File: src/rtl/burst_addr_seq.sv
module burst_addr_seq #(
  parameter int ADDR_W = 18
) (
  input  logic              clk,
  input  logic              rst_n,
  input  logic [ADDR_W-1:0] addr_in,
  input  logic              proc_stb_n,
  input  logic              ctrl_stb_n,
  input  logic              adv_n,
  input  logic              linear_mode,
  input  logic              chip_sel,
  output logic [ADDR_W-1:0] addr_out,
  output logic              burst_live
);
  localparam int LOW_W = 2;

  logic [ADDR_W-1:0] addr_q;
  logic [LOW_W-1:0]  start_q, beat_q;
  logic              live_q;

  wire proc_ld = !proc_stb_n && chip_sel;
  wire ctrl_ld = proc_stb_n && !ctrl_stb_n;
  wire step    = proc_stb_n && ctrl_stb_n && !adv_n && live_q;

  wire [LOW_W-1:0] beat_nx = beat_q + 1'b1;
  wire [LOW_W-1:0] low_nx  = linear_mode ? LOW_W'(start_q + beat_nx) : (start_q ^ beat_nx);

  always_ff @(posedge clk or negedge rst_n) begin
    if (!rst_n) begin
      addr_q  <= '0;
      start_q <= '0;
      beat_q  <= '0;
      live_q  <= 1'b0;
    end else if (proc_ld || ctrl_ld) begin
      addr_q  <= addr_in;
      start_q <= addr_in[LOW_W-1:0];
      beat_q  <= '0;
      live_q  <= chip_sel;
    end else if (step) begin
      beat_q              <= beat_nx;
      addr_q[LOW_W-1:0]   <= low_nx;
    end
  end

  assign addr_out   = addr_q;
  assign burst_live = live_q;

  AST_PROC_LOAD: assert property (@(posedge clk) disable iff (!rst_n)
    (!proc_stb_n && chip_sel) |=> (addr_out == $past(addr_in)) && burst_live);
  AST_PROC_DESEL_IGNORED: assert property (@(posedge clk) disable iff (!rst_n)
    (!proc_stb_n && !chip_sel) |=> $stable(addr_out) && $stable(burst_live));
  AST_BOTH_STROBES_DESEL: assert property (@(posedge clk) disable iff (!rst_n)
    (!proc_stb_n && !ctrl_stb_n && !chip_sel) |=> $stable(addr_out));
  AST_CTRL_LOAD: assert property (@(posedge clk) disable iff (!rst_n)
    (proc_stb_n && !ctrl_stb_n) |=> (addr_out == $past(addr_in)) && (burst_live == $past(chip_sel)));
  AST_HOLD: assert property (@(posedge clk) disable iff (!rst_n)
    (proc_stb_n && ctrl_stb_n && adv_n) |=> $stable(addr_out));
  AST_UPPER_FIXED: assert property (@(posedge clk) disable iff (!rst_n)
    (proc_stb_n && ctrl_stb_n) |=> $stable(addr_out[ADDR_W-1:LOW_W]));
  AST_IDLE_NO_STEP: assert property (@(posedge clk) disable iff (!rst_n)
    (proc_stb_n && ctrl_stb_n && !burst_live) |=> $stable(addr_out));
endmodule

File: config.mk
export PLATFORM = sky130hd
export DESIGN_NAME = burst_addr_seq
export DESIGN_NICKNAME = d
export VERILOG_FILES = /design/src/rtl/burst_addr_seq.sv
export SDC_FILE = /design/constraint.sdc
export NUM_CORES = 1
export LEC_CHECK = 0
export BUFFER_PORTS_ARGS = -buffer_cell sky130_fd_sc_hd__buf_2
export CAP_MARGIN = 20
export CORE_AREA = 2 2 50 52
export DETAILED_ROUTE_END_ITERATION = 10
export DIE_AREA = 0 0 52 54
export PLACE_DENSITY = 0.71
export SYNTH_ARGS = -nofsm -noshare
export SYNTH_HDL_FRONTEND = slang
export SYNTH_SLANG_ARGS = --single-unit
File: constraint.sdc
create_clock -name clk -period 1.3 [get_ports clk]
set_input_delay 0.195 -clock clk [delete_from_list [all_inputs] [get_ports clk]]
set_output_delay 0.195 -clock clk [all_outputs]
set_load 0.05 [all_outputs]
==> results of run 1 <==
[worst register-to-register path, cell delays in order, from the launching register on]
cell	delay, ps
dfrtp_1	410
inv_2	80
ha_1	140
nand2_1	60
xnor3_1	350
o221ai_2	130
[cells in the mapped netlist, drive strengths merged, types with 2 or more instances]
library cell	instances
o21ai	4
nor2	3
mux2	17
dfrtp	23
mux2i	2
nand2	3
a21oi	2
inv	2
[worst max-delay path by stage]
| stage | slack, ps | cells after the start | end |
|---|---|---|---|
| 2_1_floorplan | 3 | 3 | beat_q[1] |
| 3_3_place_gp | 70 | 5 | addr_out[1] |
| 3_5_place_dp | -10 | 5 | addr_out[1] |
| 4_1_cts | 6 | 5 | addr_out[1] |
| 5_1_grt | -20 | 5 | addr_out[1] |
| 6_report | 50 | 5 | addr_out[1] |
[through the flow]
stage          setup WS (ps)  hold WS, ps
2_1_floorplan           2.50         -101
3_3_place_gp            67.8          192
3_5_place_dp           -14.2          192
4_1_cts                 6.15          104
5_1_grt                -19.8         81.1
6_report                53.6          116
[metal layers]
metal	wire length, um	vias to the layer above
li1	-	343
met1	713	361
met2	871	25
met3	112	2
met4	6	0
met5	0	-
[cell usage in the layout, fill, tap and decap left out, drive strengths merged, types with 2 or more instances in the layout]
| cell | n |
|---|---|
| buf | 48 |
| dfrtp | 23 |
| mux2 | 17 |
| o21ai | 4 |
| nand2 | 3 |
| nor2 | 3 |
| clkbuf | 3 |
| mux2i | 2 |
| a21oi | 2 |
| inv | 2 |
[final cells by class]
cell class              count  area [um2]
fillers                   203        1010
flip-flops and latches     23         577
multi-input cells          42         377
repair buffers             49         288
well taps                  30        37.5
clock buffers               3        22.5
inverters                   2        7.51
clock inverters             1        5.00
[sequential cells by signal, indices dropped and copies added (netlist names)]
signal,cells
beat_q,2
burst_live,1
addr_out,18
start_q,2
[kinds of logic after synthesis]
family | Yosys count | share of synthesized area, %
compound gates | 8 | 5.17
xor+xnor | 2 | 3.23
fa+ha+maj | 1 | 1.29
buf+inv | 3 | 2.33
flops | 23 | 59.4
mux | 19 | 21.8
simple gates | 12 | 6.72
[where the power goes]
part / switching [uW] / internal [uW] / leakage (uW) / total, uW
Combinational: 373 / 194 / 0.000361 / 567
Sequential: 39.3 / 795 / 0.000271 / 834
Clock: 198 / 115 / 0.0000177 / 313
[repair_timing]
action	in CTS	in global routing
buffers inserted	1	2
setup endpoints to repair	1	2
hold endpoints to repair	23	0
gates cloned	0	0
resized for setup	1	1
pin swaps	0	1
hold buffers	1	0
==> impl_metrics.py, run 1 <==
metrics = {
    "status": {
        "outcome": "completed",
    },
    "clock_tree": {
        "root_buffer": "clkbuf_4",
        "cts_max_path_buffers": 2,
        "cts_tree": "yes",
        "path_clk_slew_ps": 120,
        "h-tree-depth": 1,
        "clock_latency_ps": 300,
        "clock_sinks": 23,
        "cts_buffers": 3,
    },
    "sta": {
        "worstMarginPinSlew_ps": 503,
        "hold_viol_final": 0,
        "setup_violations": 0,
        "fin_crit_sh_pct": 95.9,
        "relSlewSlack_pct": 66.4,
        "slew_viol_final": 0,
        "fin_skew_ps": 0.465,
        "tns_ps": 0,
        "fmax_mhz": 802,
        "min_period_ps": 1250,
    },
    "synth": {
        "synth_top_area_share_pct": 59.4,
        "ys_ff_latch": 23,
        "synth_cell_types": 21,
        "synth_top_area_cell": "dfrtp_1",
        "netlist_instances": 68,
        "synth_area_um2": 968,
        "synth_edf_count": 0,
        "synthFlopType": "dfrtp_1",
        "syn-num-nets": 94,
        "async_flop_share_pct": 100,
        "synth_area_per_cell_um2": 14.2,
        "seq_area_frac_synth_pct": 59.4,
        "synth_area_leaders": "dfrtp_1 (59%), mux2_2 (20%), xnor3_1 (2.3%), mux2i_1 (2.1%), o21ai_0 (1.6%)",
        "yosysWarningCount": 0,
    },
    "global_routing": {
        "grt_usage_pct": 12.9,
        "grtUsageMet1_pct": 14.4,
        "overflow": 0,
        "grt_pass1_vias": 665,
        "grt_max_degree": 24,
        "use_met2_pct": 23.2,
        "grt_first_pass_wirelength_um": 2640,
        "grt_antenna_before_repair": 0,
        "top_usage_layer": "met2",
        "use_met3_pct": 2.50,
    },
    "critical_path": {
        "critPathMaxFanout": 4,
        "cp_slowest_stage_delay_ps": 410,
        "critPathBufInv": 1,
        "start_kind": "flip-flop",
        "cp_top_family": "flip-flops",
        "required_ps": 1530,
        "timing.rr.end": "addr_out[1]",
        "reg2reg_depth": 5,
        "rrSetupSlack_ps": 50,
        "crit_start": "beat_q[0]",
        "cp_data_arrival_time_ps": 1470,
        "critical_path.cell_chain": "inv_2, ha_1, nand2_1, xnor3_1, o221ai_2",
        "worstSetupPathType": "reg2reg",
        "regToRegStartpoint": "beat_q[0]",
        "critPathCaptureType": "flip-flop",
        "critical_path.slowest_cell": "dfrtp_1",
    },
    "pwr": {
        "p_total_uw": 1710,
        "leakagePower_uw": 0.000650,
        "power_density_nw_per_um2": 1300,
        "irDropWorstVdd_mv": 0.742,
    },
    "floorplan": {
        "ios": 44,
        "core_um2": 2320,
        "die_x_um": 52,
        "start_util_pct": 41.7,
        "die_area_um2": 2810,
        "rows": 18,
        "die_h_um": 54,
    },
    "worst_hold_path": {
        "hp-start": "addr_in[6]",
        "hold_path_depth": 2,
        "whs_endpoint": "addr_out[6]",
        "hold_class": "in2reg",
    },
    "cells_and_area": {
        "nets": 147,
        "syn_to_final_growth_pct": 35.7,
        "antenna_cells": 0,
        "drive_gt1_share_pct": 61.7,
        "fin_area_um2": 1310,
        "final_util_pct": 56.6,
        "fin_cells": 150,
    },
    "drt": {
        "drc": 0,
        "wirelength_um": 1700,
        "drtPass1Iterations": 2,
        "wl_per_cell_um": 11.4,
        "ant_nets": 0,
        "vias": 731,
        "drt-initial-drc-count": 7,
        "via_per_inst": 4.87,
    },
    "place": {
        "detailed_place_hpwl_um": 1330,
        "dp.cells": 142,
        "port_buffers": 43,
        "gp_congestion": 0.790,
        "dpl-instance-area_um2": 1250,
    },
    "flow_run": {
        "drv_cap": 0,
    },
}
(Power assumes the default switching activity.)
==> run 2: changes to the inputs <==
- CAP_MARGIN: 20 -> unset
- RECOVER_POWER: unset -> 50
==> run 2 against run 1 <==
Net effect: final area decreased by 0.38%; setup slack lost 1.5 ps; sequential cell count is the same; register-to-register slack barely moved; clock skew up 2.9 ps; core utilization shrank 0.22 points; non-clock buffer count is the same; critical path depth unchanged; power is 0.25% lower; clock power about the same; largest cell class unchanged; largest power group unchanged.
==> impl_metrics.py, run 2 (synthesis gave the netlist of run 1 again) <==
metrics = {
    "status": {
        "outcome": "completed",
    },
    "drt": {
        "wl_per_cell_um": 11.4,
        "drt-initial-drc-count": 8,
        "vias": 729,
        "ant_nets": 0,
        "drtPass1Iterations": 4,
        "via_per_inst": 4.86,
        "wirelength_um": 1700,
        "drc": 0,
    },
    "floorplan": {
        "ios": 44,
        "die_area_um2": 2810,
        "start_util_pct": 41.7,
        "rows": 18,
        "core_um2": 2320,
        "die_x_um": 52,
        "die_h_um": 54,
    },
    "clock_tree": {
        "h-tree-depth": 1,
        "clock_latency_ps": 300,
        "cts_max_path_buffers": 2,
        "cts_tree": "yes",
        "path_clk_slew_ps": 120,
        "clock_sinks": 23,
        "cts_buffers": 3,
        "root_buffer": "clkbuf_4",
    },
    "place": {
        "detailed_place_hpwl_um": 1330,
        "port_buffers": 43,
        "gp_congestion": 0.790,
        "dp.cells": 142,
    },
    "critical_path": {
        "critical_path.slowest_cell": "dfrtp_1",
        "worstSetupPathType": "reg2reg",
        "required_ps": 1520,
        "critical_path.cell_chain": "inv_2, ha_1, nand2_1, xnor3_1, o221ai_2",
        "cp_data_arrival_time_ps": 1470,
        "critPathMaxFanout": 4,
        "start_kind": "flip-flop",
        "critPathCaptureType": "flip-flop",
        "cp_slowest_stage_delay_ps": 410,
    },
    "cells_and_area": {
        "drive_gt1_share_pct": 60.0,
        "nets": 147,
        "largest_register_ffs": 18,
        "syn_to_final_growth_pct": 35.1,
        "antenna_cells": 0,
        "layout_commonest_cell": "buf_2",
        "fill_cells": 206,
        "multi_input_area_um2": 373,
        "fin_cells": 150,
        "mostFrequentLayoutCells": "buf_2 (41), dfrtp_1 (22), mux2_2 (17), o21ai_0 (4)",
        "final_util_pct": 56.4,
        "regArea_um2": 577,
    },
    "global_routing": {
        "grt_usage_pct": 12.9,
        "grt_max_degree": 24,
        "overflow": 0,
        "grt_pass1_vias": 665,
        "grt_first_pass_wirelength_um": 2640,
        "grt_antenna_before_repair": 0,
    },
    "sta": {
        "min_period_ps": 1250,
        "setup_violations": 0,
        "relSlewSlack_pct": 55.5,
        "hold_viol_final": 0,
        "slew_viol_final": 0,
        "fmax_mhz": 801,
        "worstMarginPinSlew_ps": 661,
        "fin_skew_ps": 3.37,
        "fin_crit_sh_pct": 96.0,
        "whs_ps": 115,
    },
    "pwr": {
        "pwr-share-seq_pct": 48.8,
        "leakagePower_uw": 0.000646,
        "irDropWorstVdd_mv": 0.745,
        "p_sw_share_pct": 35.6,
        "switchingPower_uw": 608,
        "internal-power_uw": 1100,
        "p_total_uw": 1710,
        "p_comb_share_pct": 33.0,
        "power.share.clock_pct": 18.2,
        "power_density_nw_per_um2": 1310,
    },
    "worst_hold_path": {
        "hold_class": "in2reg",
    },
    "flow_run": {
        "drv_cap": 0,
    },
}
==> run 2: cell count changes in the layout (fill, tap and decap cells not counted), sizes merged <==
cell	previous run	this run
buf	48	46
clkbuf	3	5
==> run 2: repair_timing <==
action,in CTS,in global routing
pin swaps,0,1
hold buffers,1,0
gates resized for setup,1,1
setup buffers,1,2
setup endpoints to repair,1,2
hold endpoints to repair,23,0
==> run 2: area by class of cell <==
type                            instances  share of cell area (%)
Sequential cell                        23                    44.1
Multi-Input combinational cell         42                    28.5
Timing Repair Buffer                   49                    21.9
Tap cell                               30                    2.87
Clock buffer                            3                    1.72
Inverter                                2                   0.574
Clock inverter                          1                   0.382
==> run 2: layer usage <==
metal,vias to the layer above,wire length (um),part of all wire (%),global-route usage (%)
met5,-,0,0,0
met4,0,6,0.35,6.58
met3,2,123,7.2,2.50
met2,31,865,51,23.2
met1,354,708,42,14.4
li1,342,-,-,-
==> run 2: worst paths after layout <==
check | start | to | slack, ps | cells past startpoint
setup / recovery | beat_q[0] | addr_out[1] | 50 | 5
hold / removal | addr_in[13] | addr_out[13] | 120 | 2
setup reg to reg | beat_q[0] | addr_out[1] | 50 | 5
hold reg to reg | addr_out[8] | addr_out[8] | 510 | 1
max in group asynchronous | rst_n | burst_live | 500 | 2
min in group asynchronous | rst_n | addr_out[0] | 400 | 2
==> run 2: power by group through the flow <==
stage          registers [uW]  clock network [uW]  logic (uW)
2_1_floorplan            1100                   0         142
3_3_place_gp              845                   0         550
3_5_place_dp              849                   0         559
4_1_cts                   835                 333         565
5_1_grt                   846                 375         597
6_report                  834                 311         565
==> run 2: metrics by stage <==
step                worst slack (ps)  area [um2]  setup TNS (ps)
global route                   -19.9        1310           -19.9
floorplan                       2.50         970               0
CTS                             6.15        1290               0
finish                          52.1        1310               0
global placement                67.8        1250               0
detailed placement             -14.2        1250           -14.2
==> run 2: critical path, delay by kind of cell, from the launching register on <==
family,cells,cell delay [ps]
flip-flops,1,410
XOR/XNOR,1,350
adder cells (fa/ha/maj),1,140
AO/OA/AOI/OAI,1,130
buffers and inverters,1,80
AND/OR/NAND/NOR,1,60
